## config.mk

```make
export PLATFORM = sky130hd
export DESIGN_NAME = dcb56_encoder
export DESIGN_NICKNAME = d
export VERILOG_FILES = /design/src/rtl/enc56_pkg.sv /design/src/rtl/enc56_dpath.sv /design/src/rtl/enc56_ctrl.sv /design/src/rtl/dcb56_encoder.sv
export SDC_FILE = /design/constraint.sdc
export NUM_CORES = 1
export LEC_CHECK = 0
export ABC_AREA = 1
export BUFFER_PORTS_ARGS = -buffer_cell sky130_fd_sc_hd__buf_2
export CAP_MARGIN = 20
export CORE_ASPECT_RATIO = 0.7
export CORE_MARGIN = 4
export CORE_UTILIZATION = 45
export DETAILED_ROUTE_END_ITERATION = 6
export PLACE_DENSITY_LB_ADDON = 0.25
export RECOVER_POWER = 50
export SYNTH_ARGS = -nofsm -noshare
export SYNTH_HDL_FRONTEND = slang
export SYNTH_SLANG_ARGS = --single-unit
```

## constraint.sdc

```tcl
create_clock -name clk -period 3.1 [get_ports clk]
set_input_delay 0.31 -clock clk [delete_from_list [all_inputs] [get_ports clk]]
set_output_delay 0.31 -clock clk [all_outputs]
set_load 0.005 [all_outputs]
```

## src/rtl/enc56_pkg.sv

```systemverilog
package enc56_pkg;

  localparam int DATA_W = 5;
  localparam int CODE_W = DATA_W + 1;
  localparam int HALF_W = CODE_W / 2;

  // Running-disparity encoding seen at the status port
  typedef enum logic [1:0] {
    RD_ZERO = 2'b00,
    RD_POS  = 2'b01,
    RD_NEG  = 2'b11
  } rdState_t;

  // Strobes from control to datapath
  typedef struct packed {
    logic load;    // capture a new code word
    logic invert;  // send complement of the stored code
  } encStrobe_t;

  // Stored member (four ones) for inputs of disparity +/-3 or +/-5
  function automatic logic [CODE_W-1:0] storedCode(input logic [DATA_W-1:0] w);
    logic [CODE_W-1:0] c;
    unique case (w)
      5'b00000: c = 6'b010111;
      5'b00001: c = 6'b100111;
      5'b00010: c = 6'b011011;
      5'b00100: c = 6'b101011;
      5'b01000: c = 6'b110011;
      5'b10000: c = 6'b011101;
      5'b11110: c = 6'b110110;
      5'b11101: c = 6'b101110;
      5'b11011: c = 6'b111001;
      5'b10111: c = 6'b110101;
      5'b01111: c = 6'b101101;
      5'b11111: c = 6'b111010;
      default:  c = '0;
    endcase
    return c;
  endfunction

endpackage

```

## src/rtl/enc56_dpath.sv

```systemverilog
module enc56_dpath
  import enc56_pkg::*;
(
  input  logic              clk,
  input  logic              rst,
  input  logic [DATA_W-1:0] inWord,
  input  encStrobe_t        strb,
  output logic              isPaired,
  output logic [CODE_W-1:0] outCode
);

  localparam int CNT_W = $clog2(DATA_W + 1);

  logic [CNT_W-1:0]  onesCnt;
  logic              padBit;
  logic [CODE_W-1:0] tableCode;
  logic [CODE_W-1:0] rawCode;
  logic [CODE_W-1:0] codeReg;

  // Population count of the input word
  always_comb begin
    onesCnt = '0;
    for (int i = 0; i < DATA_W; i++) begin
      onesCnt = onesCnt + CNT_W'(inWord[i]);
    end
  end

  // Two or three ones: balanced by one pad bit; otherwise table entry
  assign isPaired  = (onesCnt != CNT_W'(HALF_W - 1)) && (onesCnt != CNT_W'(HALF_W));
  assign padBit    = (onesCnt == CNT_W'(HALF_W - 1));
  assign tableCode = storedCode(inWord);

  always_comb begin
    if (isPaired) begin
      rawCode = strb.invert ? ~tableCode : tableCode;
    end else begin
      rawCode = {inWord, padBit};
    end
  end

  always_ff @(posedge clk) begin
    if (rst) begin
      codeReg <= '0;
    end else if (strb.load) begin
      codeReg <= rawCode;
    end
  end

  assign outCode = codeReg;

  // a padded word is always balanced
  always_comb begin
    if (!rst && strb.load && !isPaired) begin
      a_r2_pad_balanced: assert ($countones(rawCode) == HALF_W);
    end
  end

  // a table word is unbalanced by exactly two
  always_comb begin
    if (!rst && strb.load && isPaired) begin
      a_r3_table_weight: assert ($countones(rawCode) == HALF_W + 1 ||
                                 $countones(rawCode) == HALF_W - 1);
    end
  end

  // code held over idle cycles
  a_r7_code_hold: assert property (@(posedge clk) disable iff (rst)
    !strb.load |=> $stable(codeReg));

endmodule

```

## src/rtl/enc56_ctrl.sv

```systemverilog
module enc56_ctrl
  import enc56_pkg::*;
(
  input  logic       clk,
  input  logic       rst,
  input  logic       inValid,
  input  logic       isPaired,
  output encStrobe_t strb,
  output logic       outValid,
  output rdState_t   rdState
);

  rdState_t rdReg;
  rdState_t rdNext;
  logic     validReg;

  assign strb.load   = inValid;
  assign strb.invert = (rdReg == RD_POS);

  // Table words move the disparity toward zero; padded words leave it alone
  always_comb begin
    rdNext = rdReg;
    if (inValid && isPaired) begin
      unique case (rdReg)
        RD_POS:  rdNext = RD_ZERO;
        RD_ZERO: rdNext = RD_POS;
        RD_NEG:  rdNext = RD_ZERO;
        default: rdNext = RD_ZERO;
      endcase
    end
  end

  always_ff @(posedge clk) begin
    if (rst) begin
      rdReg    <= RD_ZERO;
      validReg <= 1'b0;
    end else begin
      rdReg    <= rdNext;
      validReg <= inValid;
    end
  end

  assign outValid = validReg;
  assign rdState  = rdReg;

  // output strobe trails the input strobe by one cycle
  a_r1_valid_follows: assert property (@(posedge clk) disable iff (rst)
    inValid |=> outValid);
  a_r1_no_spurious_valid: assert property (@(posedge clk) disable iff (rst)
    !inValid |=> !outValid);

  // only three legal disparity states
  a_r5_rd_legal: assert property (@(posedge clk) disable iff (rst)
    rdReg == RD_ZERO || rdReg == RD_POS || rdReg == RD_NEG);

  // idle cycles do not touch the disparity
  a_r7_rd_hold: assert property (@(posedge clk) disable iff (rst)
    !inValid |=> $stable(rdReg));

endmodule

```

## src/rtl/dcb56_encoder.sv

```systemverilog
module dcb56_encoder
  import enc56_pkg::*;
(
  input  logic              clk,
  input  logic              rst,
  input  logic              inValid,
  input  logic [DATA_W-1:0] inWord,
  output logic              outValid,
  output logic [CODE_W-1:0] outCode,
  output logic [1:0]        runDisp
);

  encStrobe_t strb;
  logic       isPaired;
  rdState_t   rdState;

  enc56_ctrl i_ctrl (
    .clk      (clk),
    .rst      (rst),
    .inValid  (inValid),
    .isPaired (isPaired),
    .strb     (strb),
    .outValid (outValid),
    .rdState  (rdState)
  );

  enc56_dpath i_dpath (
    .clk      (clk),
    .rst      (rst),
    .inWord   (inWord),
    .strb     (strb),
    .isPaired (isPaired),
    .outCode  (outCode)
  );

  assign runDisp = rdState;

  // every emitted word has two, three or four ones
  a_r5_code_weight: assert property (@(posedge clk) disable iff (rst)
    outValid |-> ($countones(outCode) >= HALF_W - 1 && $countones(outCode) <= HALF_W + 1));

  // a four-ones word is never sent from +2 and always lands on +2
  a_r4_heavy_from_low: assert property (@(posedge clk) disable iff (rst)
    inValid && isPaired && rdState == RD_POS |=> $countones(outCode) == HALF_W - 1);
  a_r5_heavy_lands_pos: assert property (@(posedge clk) disable iff (rst)
    outValid && $countones(outCode) == HALF_W + 1 |-> runDisp == 2'b01);

endmodule

```

# Yosys cells after proc, flatten, opt, wreduce, memory -nomap -nowiden

Memory sizes are Yosys's and may differ from the RTL's.
Index checks and enable logic that the tools add are counted.

Memories: 1
Bits in registers: 9
Output and inout bits: 9
Bits in read-only memories: 192
Bits in writable memories: 0
Latch bits: 0
Input bits: 8

Eq/ne operators: 4
Multiply operators: 0
Multiplexer cells: 3
Bitwise gates (word level): 1
Divide/modulo/power cells: 0
Order comparisons: 0
Reduce and logical (&&, ||, !) cells: 3
Shift-type cells: 0
Add/subtract/negate cells: 4

Memory list:

| memory           | words | width | read ports | clocked after Yosys merged registers in | write ports | RTL line        | RTL |
|---|---|---|---|---|---|---|---|
| (name not given) | 32    | 6     | 1          | 0                                       | 0           | enc56_pkg.sv:23 | `unique case (w)` |

Operators by type and width:

| kind                                           | count |
|---|---|
| two-way mux 6 bit                              | 2 |
| adder 3 x 1 -> 3 bit                           | 3 |
| != test 3 x 2 -> 1 bit (second input constant) | 2 |
| inverter 6 bit                                 | 1 |
| == test 3 x 2 -> 1 bit (second input constant) | 1 |
| adder 1 x 1 -> 2 bit                           | 1 |
| == test 2 x 1 -> 1 bit (second input constant) | 1 |
| logical AND 1 bit                              | 2 |
| logical NOT 2 bit                              | 1 |
| two-way mux 1 bit                              | 1 |

# Longest topological paths before layout

Gate-level depths: netlist of the first run.

Depth in word-level cells: 7
Mapped depth: 14
Depth with buffers taken out: 14

# Hierarchy

Synthesis of the first run repeated with hierarchy kept, for this count alone.

Cells, all modules: 138
Area total of the unflattened synthesis: 909.6 um^2

Modules (own cells, without submodules):

| module      | cells each | area an instance (um^2) | times used |
|---|---|---|---|
| enc56_dpath | 125        | 814.5                   | 1 |
| enc56_ctrl  | 13         | 95.1                    | 1 |

# Least setup slack after synthesis of the first run

Ideal clock, no wire load.

Path type: input -> register
Start: in inWord[0]
End: reg i_dpath.codeReg[1], in the netlist i_dpath.outCode[1]
Data arrival time: 2422 ps
Path buffers: 0
Data required time: 3032 ps
Cell stages on the path: 14
Setup slack: 609 ps
Cells stage by stage: inv_1 > ha_1 > inv_1 > fa_1 > inv_1 > ha_1 > inv_1 > fa_1 > inv_1 > nand2_1 > inv_1 > a21oi_1 > nand2_1 > a21oi_2

Cells in the longest elaborated chain, start to end: 7
Elaborated cells on any way between the ends: 11
Those cells by class: 4 x add/sub; 2 x eq/ne; 2 x mux; 1 x bitwise; 1 x reduce/logical; 1 x memory

Ends and longest elaborated chain:

| what                               | RTL line           | RTL |
|---|---|---|
| from (decl)                        | dcb56_encoder.sv:7 | `input logic [DATA_W-1:0] inWord,` |
| adder 1 x 1 -> 2 bit               | enc56_dpath.sv:24  | `onesCnt = onesCnt + CNT_W'(inWord[i]);` |
| adder 3 x 1 -> 3 bit (3 in series) | enc56_dpath.sv:24  |  |
| != test 3 x 2 -> 1 bit             | enc56_dpath.sv:29  | `assign isPaired = (onesCnt != CNT_W'(HALF_W - 1)) && (onesCnt != CNT_W'(HALF_W));` |
| logical AND 1 bit                  | enc56_dpath.sv:29  |  |
| two-way mux 6 bit (*)              | enc56_dpath.sv:34  | `if (isPaired) begin` |
| to (signal assigned)               | enc56_dpath.sv:45  | `codeReg <= rawCode;` |
| to (decl)                          | enc56_dpath.sv:18  | `logic [CODE_W-1:0] codeReg;` |

Every way passes the cells marked *; elsewhere a longest branch is shown, timed or not.
A chain may end at the register's enable or synchronous reset.

# Final worst setup path of the first run

Start: in inWord[0]
End: reg i_dpath.codeReg[2], in the netlist i_dpath.outCode[2]

Same word-level chain as after synthesis.

==> flow_summary.html, run 1 <==
<table>
<tr><th>Metric</th><th>Value</th></tr>
<tr><th colspan="2">Outcome</th></tr>
<tr><td>Run status</td><td>complete, no violations</td></tr>
<tr><th colspan="2">Yosys</th></tr>
<tr><td>Synthesized-area fraction occupied by xor and xnor cells</td><td>0%</td></tr>
<tr><td>Combinational family with the most area after synthesis</td><td>simple AND/OR/NAND/NOR gates</td></tr>
<tr><td>Post-synth top cells</td><td>42 x nand2_1, 25 x nand3_1, 15 x inv_1</td></tr>
<tr><td>Adder-cell share of the synthesized area</td><td>15.58%</td></tr>
<tr><td>Synthesized instance count</td><td>140</td></tr>
<tr><td>Leading area contributor after synthesis</td><td>dfxtp_1</td></tr>
<tr><td>Sequential area share after synthesis</td><td>17.80%</td></tr>
<tr><td>Fraction of the mapped netlist area in simple logic gates</td><td>40.19%</td></tr>
<tr><td>Most used flip-flop cell after synthesis</td><td>dfxtp_1</td></tr>
<tr><td>Top-area cell type share of the netlist area</td><td>17.80%</td></tr>
<tr><td>Post-synth EDFFs</td><td>0</td></tr>
<tr><td>Synth warn</td><td>0</td></tr>
<tr><td>Number of distinct library cell variants in the gate-level netlist after synthesis</td><td>23</td></tr>
<tr><td>Synth area leaders</td><td>dfxtp_1 18%, nand2_1 18%, nand3_1 14%</td></tr>
<tr><td>Net count after synthesis</td><td>158</td></tr>
<tr><td>Synthesized area per cell</td><td>6.426 sq um</td></tr>
<tr><td>Async set-or-reset flop fraction in the synthesized netlist</td><td>0%</td></tr>
<tr><td>Netlist Area Pre-Place</td><td>899.6 sq um</td></tr>
<tr><td>Mux contribution to synthesized area</td><td>0%</td></tr>
<tr><td>Total of flip-flops plus latches after synthesis</td><td>8</td></tr>
<tr><td>Compound-gate portion of the synthesized area</td><td>11.96%</td></tr>
<tr><td>Most frequently used cell type in the post-synthesis netlist</td><td>nand2_1</td></tr>
<tr><th colspan="2">Worst setup path</th></tr>
<tr><td>Critical path data arrival time</td><td>2.88 ns</td></tr>
<tr><td>Most numerous cell on the critical path</td><td>inv_1</td></tr>
<tr><td>Master of the slowest instance on the critical path</td><td>fa_1</td></tr>
<tr><td>Slowest stage delay, CP</td><td>0.47 ns</td></tr>
<tr><td>Type of the worst setup path</td><td>in2reg</td></tr>
<tr><td>Crit path launch type</td><td>input port</td></tr>
<tr><td>Critical path cell sequence</td><td>buf_2 -&gt; inv_1 -&gt; ha_1 -&gt; inv_1 -&gt; fa_1 -&gt; inv_1 -&gt; ha_1 -&gt; inv_1 -&gt; fa_1 -&gt; inv_1 -&gt; nand2_1 -&gt; inv_1 -&gt; a21oi_1 -&gt; o21ai_1 -&gt; a21oi_1</td></tr>
<tr><td>CP endpoint kind</td><td>register</td></tr>
<tr><td>Crit Path Max Fanout</td><td>10</td></tr>
<tr><td>Data required time at the worst endpoint</td><td>3.28 ns</td></tr>
<tr><td>Depth of the most critical reg-to-reg path</td><td>5</td></tr>
<tr><th colspan="2">Timing</th></tr>
<tr><td>Final TNS setup</td><td>0 ns</td></tr>
<tr><td>Final Hold Violating Endpoints</td><td>0</td></tr>
<tr><td>Fin worst setup slack</td><td>0.4008 ns</td></tr>
<tr><td>Setup repair after global routing missed its margin</td><td>false</td></tr>
<tr><td>Fraction of the cycle the final worst path needs</td><td>87.07%</td></tr>
<tr><td>Final critical-path required period</td><td>2.699 ns</td></tr>
<tr><td>Hold WS</td><td>0.3459 ns</td></tr>
<tr><td>Skew final</td><td>0.0001341 ns</td></tr>
<tr><td>Final number of setup-violating endpoints</td><td>0</td></tr>
<tr><td>Maximum clock rate</td><td>370.5 MHz</td></tr>
<tr><td>Final Slew Violations</td><td>0</td></tr>
<tr><th colspan="2">CTS</th></tr>
<tr><td>Clock tree from TritonCTS</td><td>yes</td></tr>
<tr><td>H-tree lvl count</td><td>1</td></tr>
<tr><td>Postcts setup bufs</td><td>0</td></tr>
<tr><td>Hold buffer count at cts</td><td>0</td></tr>
<tr><td>Clock tree root buffer cell</td><td>clkbuf_4</td></tr>
<tr><td>Maximum buffer depth of the clock tree</td><td>2</td></tr>
<tr><td>Clk sinks</td><td>8</td></tr>
<tr><td>Clock latency on the worst-skew pair</td><td>0.25 ns</td></tr>
<tr><td>Clock transition at the registers of the reported paths</td><td>0.05 ns</td></tr>
<tr><td>Resized cells post-CTS</td><td>0</td></tr>
<tr><td>Number of buffers created by CTS</td><td>3</td></tr>
<tr><th colspan="2">Placed design</th></tr>
<tr><td>Worst slack at placement</td><td>0.1652 ns</td></tr>
<tr><td>DPL Wire Length</td><td>1603 um</td></tr>
<tr><td>Number of buffers inserted by port buffering</td><td>15</td></tr>
<tr><td>Placed Cells</td><td>170</td></tr>
<tr><td>Weighted congestion reported at the end of routability-driven placement</td><td>0.9444</td></tr>
<tr><th colspan="2">Global route</th></tr>
<tr><td>Global-route usage over all layers</td><td>16.17%</td></tr>
<tr><td>Via count of the first global-routing pass</td><td>799</td></tr>
<tr><td>Initial antenna violation count</td><td>0</td></tr>
<tr><td>Pin count of the biggest net entering global routing</td><td>12</td></tr>
<tr><td>First-pass GRT wire length</td><td>3422 um</td></tr>
<tr><td>Total congestion overflow after global routing</td><td>0</td></tr>
<tr><th colspan="2">Die</th></tr>
<tr><td>Core area</td><td>1871 sq um</td></tr>
<tr><td>Starting density of the core</td><td>48.09%</td></tr>
<tr><td>Die outline area</td><td>2790 sq um</td></tr>
<tr><td>Top-Level Pins</td><td>17</td></tr>
<tr><td># rows</td><td>13</td></tr>
<tr><td>Floorplan die width</td><td>61.44 um</td></tr>
<tr><td>Die span in y</td><td>45.41 um</td></tr>
<tr><th colspan="2">Finish</th></tr>
<tr><td>Area Growth Syn to Fin</td><td>8.206%</td></tr>
<tr><td>Final net count</td><td>171</td></tr>
<tr><td>Area of the multi-input gates</td><td>613.1 sq um</td></tr>
<tr><td>Number of antenna repair diodes</td><td>0</td></tr>
<tr><td># fillers</td><td>199</td></tr>
<tr><td>Register Area</td><td>160.2 sq um</td></tr>
<tr><td>Fraction of layout instances using a drive strength above 1</td><td>21.19%</td></tr>
<tr><td>Fin cells</td><td>173</td></tr>
<tr><th colspan="2">Route</th></tr>
<tr><td>Number of nets with antenna violations after routing</td><td>0</td></tr>
<tr><td>Routed vias</td><td>917</td></tr>
<tr><td>DRC errors left</td><td>0</td></tr>
<tr><td>Average detailed-routed wire length per instance</td><td>11.30 um</td></tr>
<tr><td>Violation count after the first detailed-routing iteration</td><td>38</td></tr>
<tr><td>TritonRoute pass-1 iters</td><td>4</td></tr>
<tr><td>Via-per-instance ratio</td><td>5.301</td></tr>
<tr><td>Wire length after detailed routing</td><td>1955 um</td></tr>
<tr><th colspan="2">Run</th></tr>
<tr><td>Maximum capacitance violations</td><td>0</td></tr>
<tr><th colspan="2">Worst hold path</th></tr>
<tr><td>Worst hold path stage count</td><td>2</td></tr>
<tr><td>Tightest Hold Check Type</td><td>in2reg</td></tr>
<tr><th colspan="2">Pwr</th></tr>
<tr><td>Static leakage power</td><td>0.5292 nW</td></tr>
<tr><td>IR Drop Worst-Case VDD</td><td>0.3016 mV</td></tr>
<tr><td>Power density over cell area</td><td>375.7 nW/um^2</td></tr>
</table>
per-stage QoR:
step           utilization, %  power [W]  cell area, sq um
2_1_floorplan               -  0.0002525             899.6
3_3_place_gp            51.04  0.0002873             954.7
3_5_place_dp            51.04  0.0002919             954.7
4_1_cts                 52.24  0.0003712             977.2
5_1_grt                 52.04  0.0004070             973.4
6_report                52.04  0.0003657             973.4
cell type report:
cell class,instances,area share (%)
multi-input cells,106,62.98
inverters,19,8.098
flip-flops and latches,8,16.45
well taps,22,2.828
clock buffers,3,2.314
repair buffers,15,7.326
where the power goes:
part | switching [W] | total (W) | internal (W) | leakage [nW]
registers | 0.00000978 | 0.000127 | 0.000117 | 0.0661
logic | 0.000102 | 0.000163 | 0.0000605 | 0.449
clock network | 0.0000323 | 0.0000763 | 0.0000441 | 0.0138
total | 0.000144 | 0.000366 | 0.000221 | 0.529
worst max-delay path: cells and delay by family:
kind / cells / cell delay, ns
AOI/OAI and AO/OA: 3 / 0.36
adders and majority gates: 4 / 1.34
buffers and inverters: 7 / 0.61
and+or+nand+nor: 1 / 0.25
path summary, 6_finish.rpt:
path	start	slack, ns	endpoint
worst max register to register	i_ctrl.rdState[0]	2.00	i_dpath.outCode[5]
worst min register to register	i_dpath.outCode[2]	0.47	i_dpath.outCode[2]
worst min-delay path	rst	0.35	i_dpath.outCode[5]
worst max-delay path	inWord[0]	0.40	i_dpath.outCode[2]
routing by layer:
layer	global-route usage (%)	vias up	part of all wire [%]
li1	-	468	-
met1	25.26	413	51
met2	22.15	34	41
met3	5.382	2	6.9
met4	1.271	0	0.56
met5	0	-	0
cells by family (layout without fill, tap and decap cells):
family	Yosys count	count (layout)
AND/OR/NAND/NOR	78	78
buffers and inverters	26	37
adder cells (fa/ha/maj)	10	10
AO/OA/AOI/OAI	17	17
flip-flops	8	8
other	1	1
cells in the final DEF (no fill, tap or decap), drive strengths merged:
master  netlist  final
ha            8      8
fa            2      2
nor2          3      3
conb          1      1
buf           5     12
dfxtp         8      8
nand2        47     47
nand3        27     27
nand4         1      1
a21oi        12     12
inv          19     19
o21ai         5      5
clkbuf        2      6
state kept, by name (all words and copies together), names as in the netlist:
register	cells
i_ctrl.outValid	1
i_ctrl.rdState	1
i_dpath.outCode	6
Power figures use the tool's default switching activity.
==> run 2, diff against run 1 <==
--- a/config.mk
+++ b/config.mk
@@ -12,8 +12,10 @@
 export CORE_MARGIN = 4
 export CORE_UTILIZATION = 45
 export DETAILED_ROUTE_END_ITERATION = 6
+export GPL_TIMING_DRIVEN = 0
 export PLACE_DENSITY_LB_ADDON = 0.25
 export RECOVER_POWER = 50
+export REMOVE_ABC_BUFFERS = 1
 export SYNTH_ARGS = -nofsm -noshare
 export SYNTH_HDL_FRONTEND = slang
 export SYNTH_SLANG_ARGS = --single-unit
==> flow_summary.html, run 2 (synthesis results as in run 1) <==
<table>
<tr><th>Metric</th><th>Value</th></tr>
<tr><th colspan="2">Outcome</th></tr>
<tr><td>Run status</td><td>complete, no violations (unchanged)</td></tr>
<tr><th colspan="2">Worst setup path</th></tr>
<tr><td>Depth of the most critical reg-to-reg path</td><td>5 (unchanged)</td></tr>
<tr><td>Reg-to-reg slack, setup</td><td>1.98 ns (was 2.00 ns)</td></tr>
<tr><td>Endpoint of the most critical register-to-register path</td><td>i_dpath.outCode[5] (unchanged)</td></tr>
<tr><td>Start of the worst register-to-register path</td><td>i_ctrl.rdState[0] (unchanged)</td></tr>
<tr><td>Critical path cell sequence</td><td>buf_2 -&gt; inv_1 -&gt; ha_1 -&gt; inv_1 -&gt; fa_1 -&gt; inv_1 -&gt; ha_1 -&gt; inv_1 -&gt; fa_1 -&gt; inv_1 -&gt; nand2_1 -&gt; inv_1 -&gt; o21ai_0 -&gt; a21oi_1 (was buf_2 -&gt; inv_1 -&gt; ha_1 -&gt; inv_1 -&gt; fa_1 -&gt; inv_1 -&gt; ha_1 -&gt; inv_1 -&gt; fa_1 -&gt; inv_1 -&gt; nand2_1 -&gt; inv_1 -&gt; a21oi_1 -&gt; o21ai_1 -&gt; a21oi_1)</td></tr>
<tr><td>Master of the slowest instance on the critical path</td><td>fa_1 (unchanged)</td></tr>
<tr><td>Data required time at the worst endpoint</td><td>3.23 ns (was 3.28 ns)</td></tr>
<tr><td>Slowest stage delay, CP</td><td>0.47 ns (about the same)</td></tr>
<tr><td>Most numerous cell on the critical path</td><td>inv_1 (unchanged)</td></tr>
<tr><td>Crit Path Max Fanout</td><td>10 (unchanged)</td></tr>
<tr><td>CP endpoint kind</td><td>register (unchanged)</td></tr>
<tr><td>Critical path data arrival time</td><td>2.81 ns (was 2.88 ns)</td></tr>
<tr><td>Type of the worst setup path</td><td>in2reg (unchanged)</td></tr>
<tr><td>Crit path launch type</td><td>input port (unchanged)</td></tr>
<tr><th colspan="2">Global route</th></tr>
<tr><td>First-pass GRT wire length</td><td>3436 um (was 3422 um)</td></tr>
<tr><td>Total congestion overflow after global routing</td><td>0 (unchanged)</td></tr>
<tr><td>Pin count of the biggest net entering global routing</td><td>12 (unchanged)</td></tr>
<tr><td>Via count of the first global-routing pass</td><td>813 (was 799)</td></tr>
<tr><td>Initial antenna violation count</td><td>0 (unchanged)</td></tr>
<tr><td>Global-route usage over all layers</td><td>16.03% (was 16.17%)</td></tr>
<tr><th colspan="2">Route</th></tr>
<tr><td>TritonRoute pass-1 iters</td><td>4 (unchanged)</td></tr>
<tr><td>Violation count after the first detailed-routing iteration</td><td>44 (was 38)</td></tr>
<tr><td>Average detailed-routed wire length per instance</td><td>11.24 um (was 11.30 um)</td></tr>
<tr><td>Via-per-instance ratio</td><td>5.150 (was 5.301)</td></tr>
<tr><td>Number of nets with antenna violations after routing</td><td>0 (unchanged)</td></tr>
<tr><td>Wire length after detailed routing</td><td>1945 um (was 1955 um)</td></tr>
<tr><td>Routed vias</td><td>891 (was 917)</td></tr>
<tr><td>DRC errors left</td><td>0 (unchanged)</td></tr>
<tr><th colspan="2">Die</th></tr>
<tr><td>Core area</td><td>1871 sq um (unchanged)</td></tr>
<tr><td>Die outline area</td><td>2790 sq um (unchanged)</td></tr>
<tr><td>Floorplan die width</td><td>61.44 um (unchanged)</td></tr>
<tr><td>Starting density of the core</td><td>48.09% (unchanged)</td></tr>
<tr><td>Top-Level Pins</td><td>17 (unchanged)</td></tr>
<tr><td># rows</td><td>13 (unchanged)</td></tr>
<tr><td>Die span in y</td><td>45.41 um (unchanged)</td></tr>
<tr><th colspan="2">CTS</th></tr>
<tr><td>Clock tree root buffer cell</td><td>clkbuf_4 (unchanged)</td></tr>
<tr><td>Clock transition at the registers of the reported paths</td><td>0.05 ns (about the same)</td></tr>
<tr><td>Clock latency on the worst-skew pair</td><td>0.25 ns (about the same)</td></tr>
<tr><td>H-tree lvl count</td><td>1 (unchanged)</td></tr>
<tr><td>Clk sinks</td><td>8 (unchanged)</td></tr>
<tr><td>Number of buffers created by CTS</td><td>3 (unchanged)</td></tr>
<tr><td>Hold buffer count at cts</td><td>0 (unchanged)</td></tr>
<tr><td>Postcts setup bufs</td><td>0 (unchanged)</td></tr>
<tr><td>Resized cells post-CTS</td><td>0 (unchanged)</td></tr>
<tr><td>Clock tree from TritonCTS</td><td>yes (unchanged)</td></tr>
<tr><td>Maximum buffer depth of the clock tree</td><td>2 (unchanged)</td></tr>
<tr><th colspan="2">Pwr</th></tr>
<tr><td>Static leakage power</td><td>0.5256 nW (was 0.5292 nW)</td></tr>
<tr><td>IR Drop Worst-Case VDD</td><td>0.2358 mV (was 0.3016 mV)</td></tr>
<tr><td>Power density over cell area</td><td>374.8 nW/um^2 (was 375.7 nW/um^2)</td></tr>
<tr><th colspan="2">Timing</th></tr>
<tr><td>Maximum clock rate</td><td>372.9 MHz (was 370.5 MHz)</td></tr>
<tr><td>Final TNS setup</td><td>0 ns (unchanged)</td></tr>
<tr><td>Skew final</td><td>0.0002101 ns (was 0.0001341 ns)</td></tr>
<tr><td>Final Slew Violations</td><td>0 (unchanged)</td></tr>
<tr><td>Final Hold Violating Endpoints</td><td>0 (unchanged)</td></tr>
<tr><td>Fraction of the cycle the final worst path needs</td><td>86.51% (was 87.07%)</td></tr>
<tr><td>Final number of setup-violating endpoints</td><td>0 (unchanged)</td></tr>
<tr><td>Setup repair after global routing missed its margin</td><td>false (unchanged)</td></tr>
<tr><td>Final critical-path required period</td><td>2.682 ns (was 2.699 ns)</td></tr>
<tr><th colspan="2">Finish</th></tr>
<tr><td>Fin cells</td><td>173 (unchanged)</td></tr>
<tr><td>Register Area</td><td>160.2 sq um (unchanged)</td></tr>
<tr><td>Area Growth Syn to Fin</td><td>8.067% (was 8.206%)</td></tr>
<tr><td>Most common library cell in the layout ignoring fill and taps</td><td>nand2_1 (unchanged)</td></tr>
<tr><td>Leading cell types in the layout, fill and taps excluded</td><td>42 x nand2_1, 25 x nand3_1, 15 x inv_1, 11 x buf_2 (was 42 x nand2_1, 25 x nand3_1, 15 x inv_1, 12 x buf_2)</td></tr>
<tr><td>Fraction of layout instances using a drive strength above 1</td><td>20.53% (was 21.19%)</td></tr>
<tr><td>Largest register FFs</td><td>6 (unchanged)</td></tr>
<tr><td># fillers</td><td>196 (was 199)</td></tr>
<tr><td>Number of antenna repair diodes</td><td>0 (unchanged)</td></tr>
<tr><td>Area of the multi-input gates</td><td>613.1 sq um (unchanged)</td></tr>
<tr><td>Final standard cell utilization of the core</td><td>51.97% (was 52.04%)</td></tr>
<tr><td>Final net count</td><td>171 (unchanged)</td></tr>
<tr><th colspan="2">Worst hold path</th></tr>
<tr><td>Worst hold path stage count</td><td>2 (unchanged)</td></tr>
<tr><td>Tightest Hold Check Type</td><td>in2reg (unchanged)</td></tr>
<tr><td>Hold-critical path endpoint</td><td>i_dpath.outCode[0] (was i_dpath.outCode[5])</td></tr>
<tr><td>Hold Startpoint</td><td>rst (unchanged)</td></tr>
<tr><th colspan="2">Placed design</th></tr>
<tr><td>Number of buffers inserted by port buffering</td><td>15 (unchanged)</td></tr>
<tr><td>Weighted congestion reported at the end of routability-driven placement</td><td>0.8836 (was 0.9444)</td></tr>
<tr><td>Placed Cells</td><td>170 (unchanged)</td></tr>
<tr><td>DPL Wire Length</td><td>1590 um (was 1603 um)</td></tr>
<tr><th colspan="2">Run</th></tr>
<tr><td>Maximum capacitance violations</td><td>0 (unchanged)</td></tr>
</table>
[run 2: cell types whose count changed in the layout (fill, tap and decap cells not counted), sizes merged]
cell,delta
buf,-1
clkbuf,+1
[run 2: where the power goes]
group          internal, W  switching (W)  total [W]
Combinational    0.0000602       0.000101   0.000161
Sequential        0.000117      0.0000106   0.000127
Clock            0.0000441      0.0000322  0.0000762
[run 2: cell type report]
cell class	count	area share, %
tap	22	2.831
timing repair buffer	15	7.207
clock buffer	3	2.317
inverter	19	8.108
multi-input combinational	106	63.06
sequential	8	16.47
[run 2: critical path: cells and delay by family]
family	cells	cell delay (ns)
adder cells (fa/ha/maj)	4	1.35
AND/OR/NAND/NOR	1	0.24
AO/OA/AOI/OAI	2	0.29
buffers and inverters	7	0.61
[run 2: worst max path at each step]
stage	start	end
2_1_floorplan	inWord[0]	i_dpath.outCode[2]
3_3_place_gp	inWord[1]	i_dpath.outCode[1]
3_5_place_dp	inWord[0]	i_ctrl.rdState[0]
4_1_cts	inWord[0]	i_ctrl.rdState[0]
5_1_grt	inWord[0]	i_dpath.outCode[1]
6_report	inWord[0]	i_ctrl.rdState[0]
[run 2: per-layer routing]
metal  vias to the layer above  track usage [%]  part of all wire, %
li1                        466                -                    -
met1                       406            23.76                   51
met2                        19            23.84                   44
met3                         0            4.533                  4.9
met4                         0            1.695                    0
met5                         -                0                    0
[run 2: per-stage QoR]
| step | setup slack, ns | area (sq um) | hold WS (ns) | power [W] |
|---|---|---|---|---|
| global placement | 0.2209 | 954.7 | 0.4534 | 0.0002869 |
| floorplan | 0.6116 | 852.1 | 0.3724 | 0.0002400 |
| detailed placement | 0.1602 | 954.7 | 0.4637 | 0.0002916 |
| global route | 0.1704 | 972.2 | 0.3484 | 0.0004015 |
| finish | 0.4182 | 972.2 | 0.3515 | 0.0003644 |
| CTS | 0.4253 | 977.2 | 0.3503 | 0.0003698 |
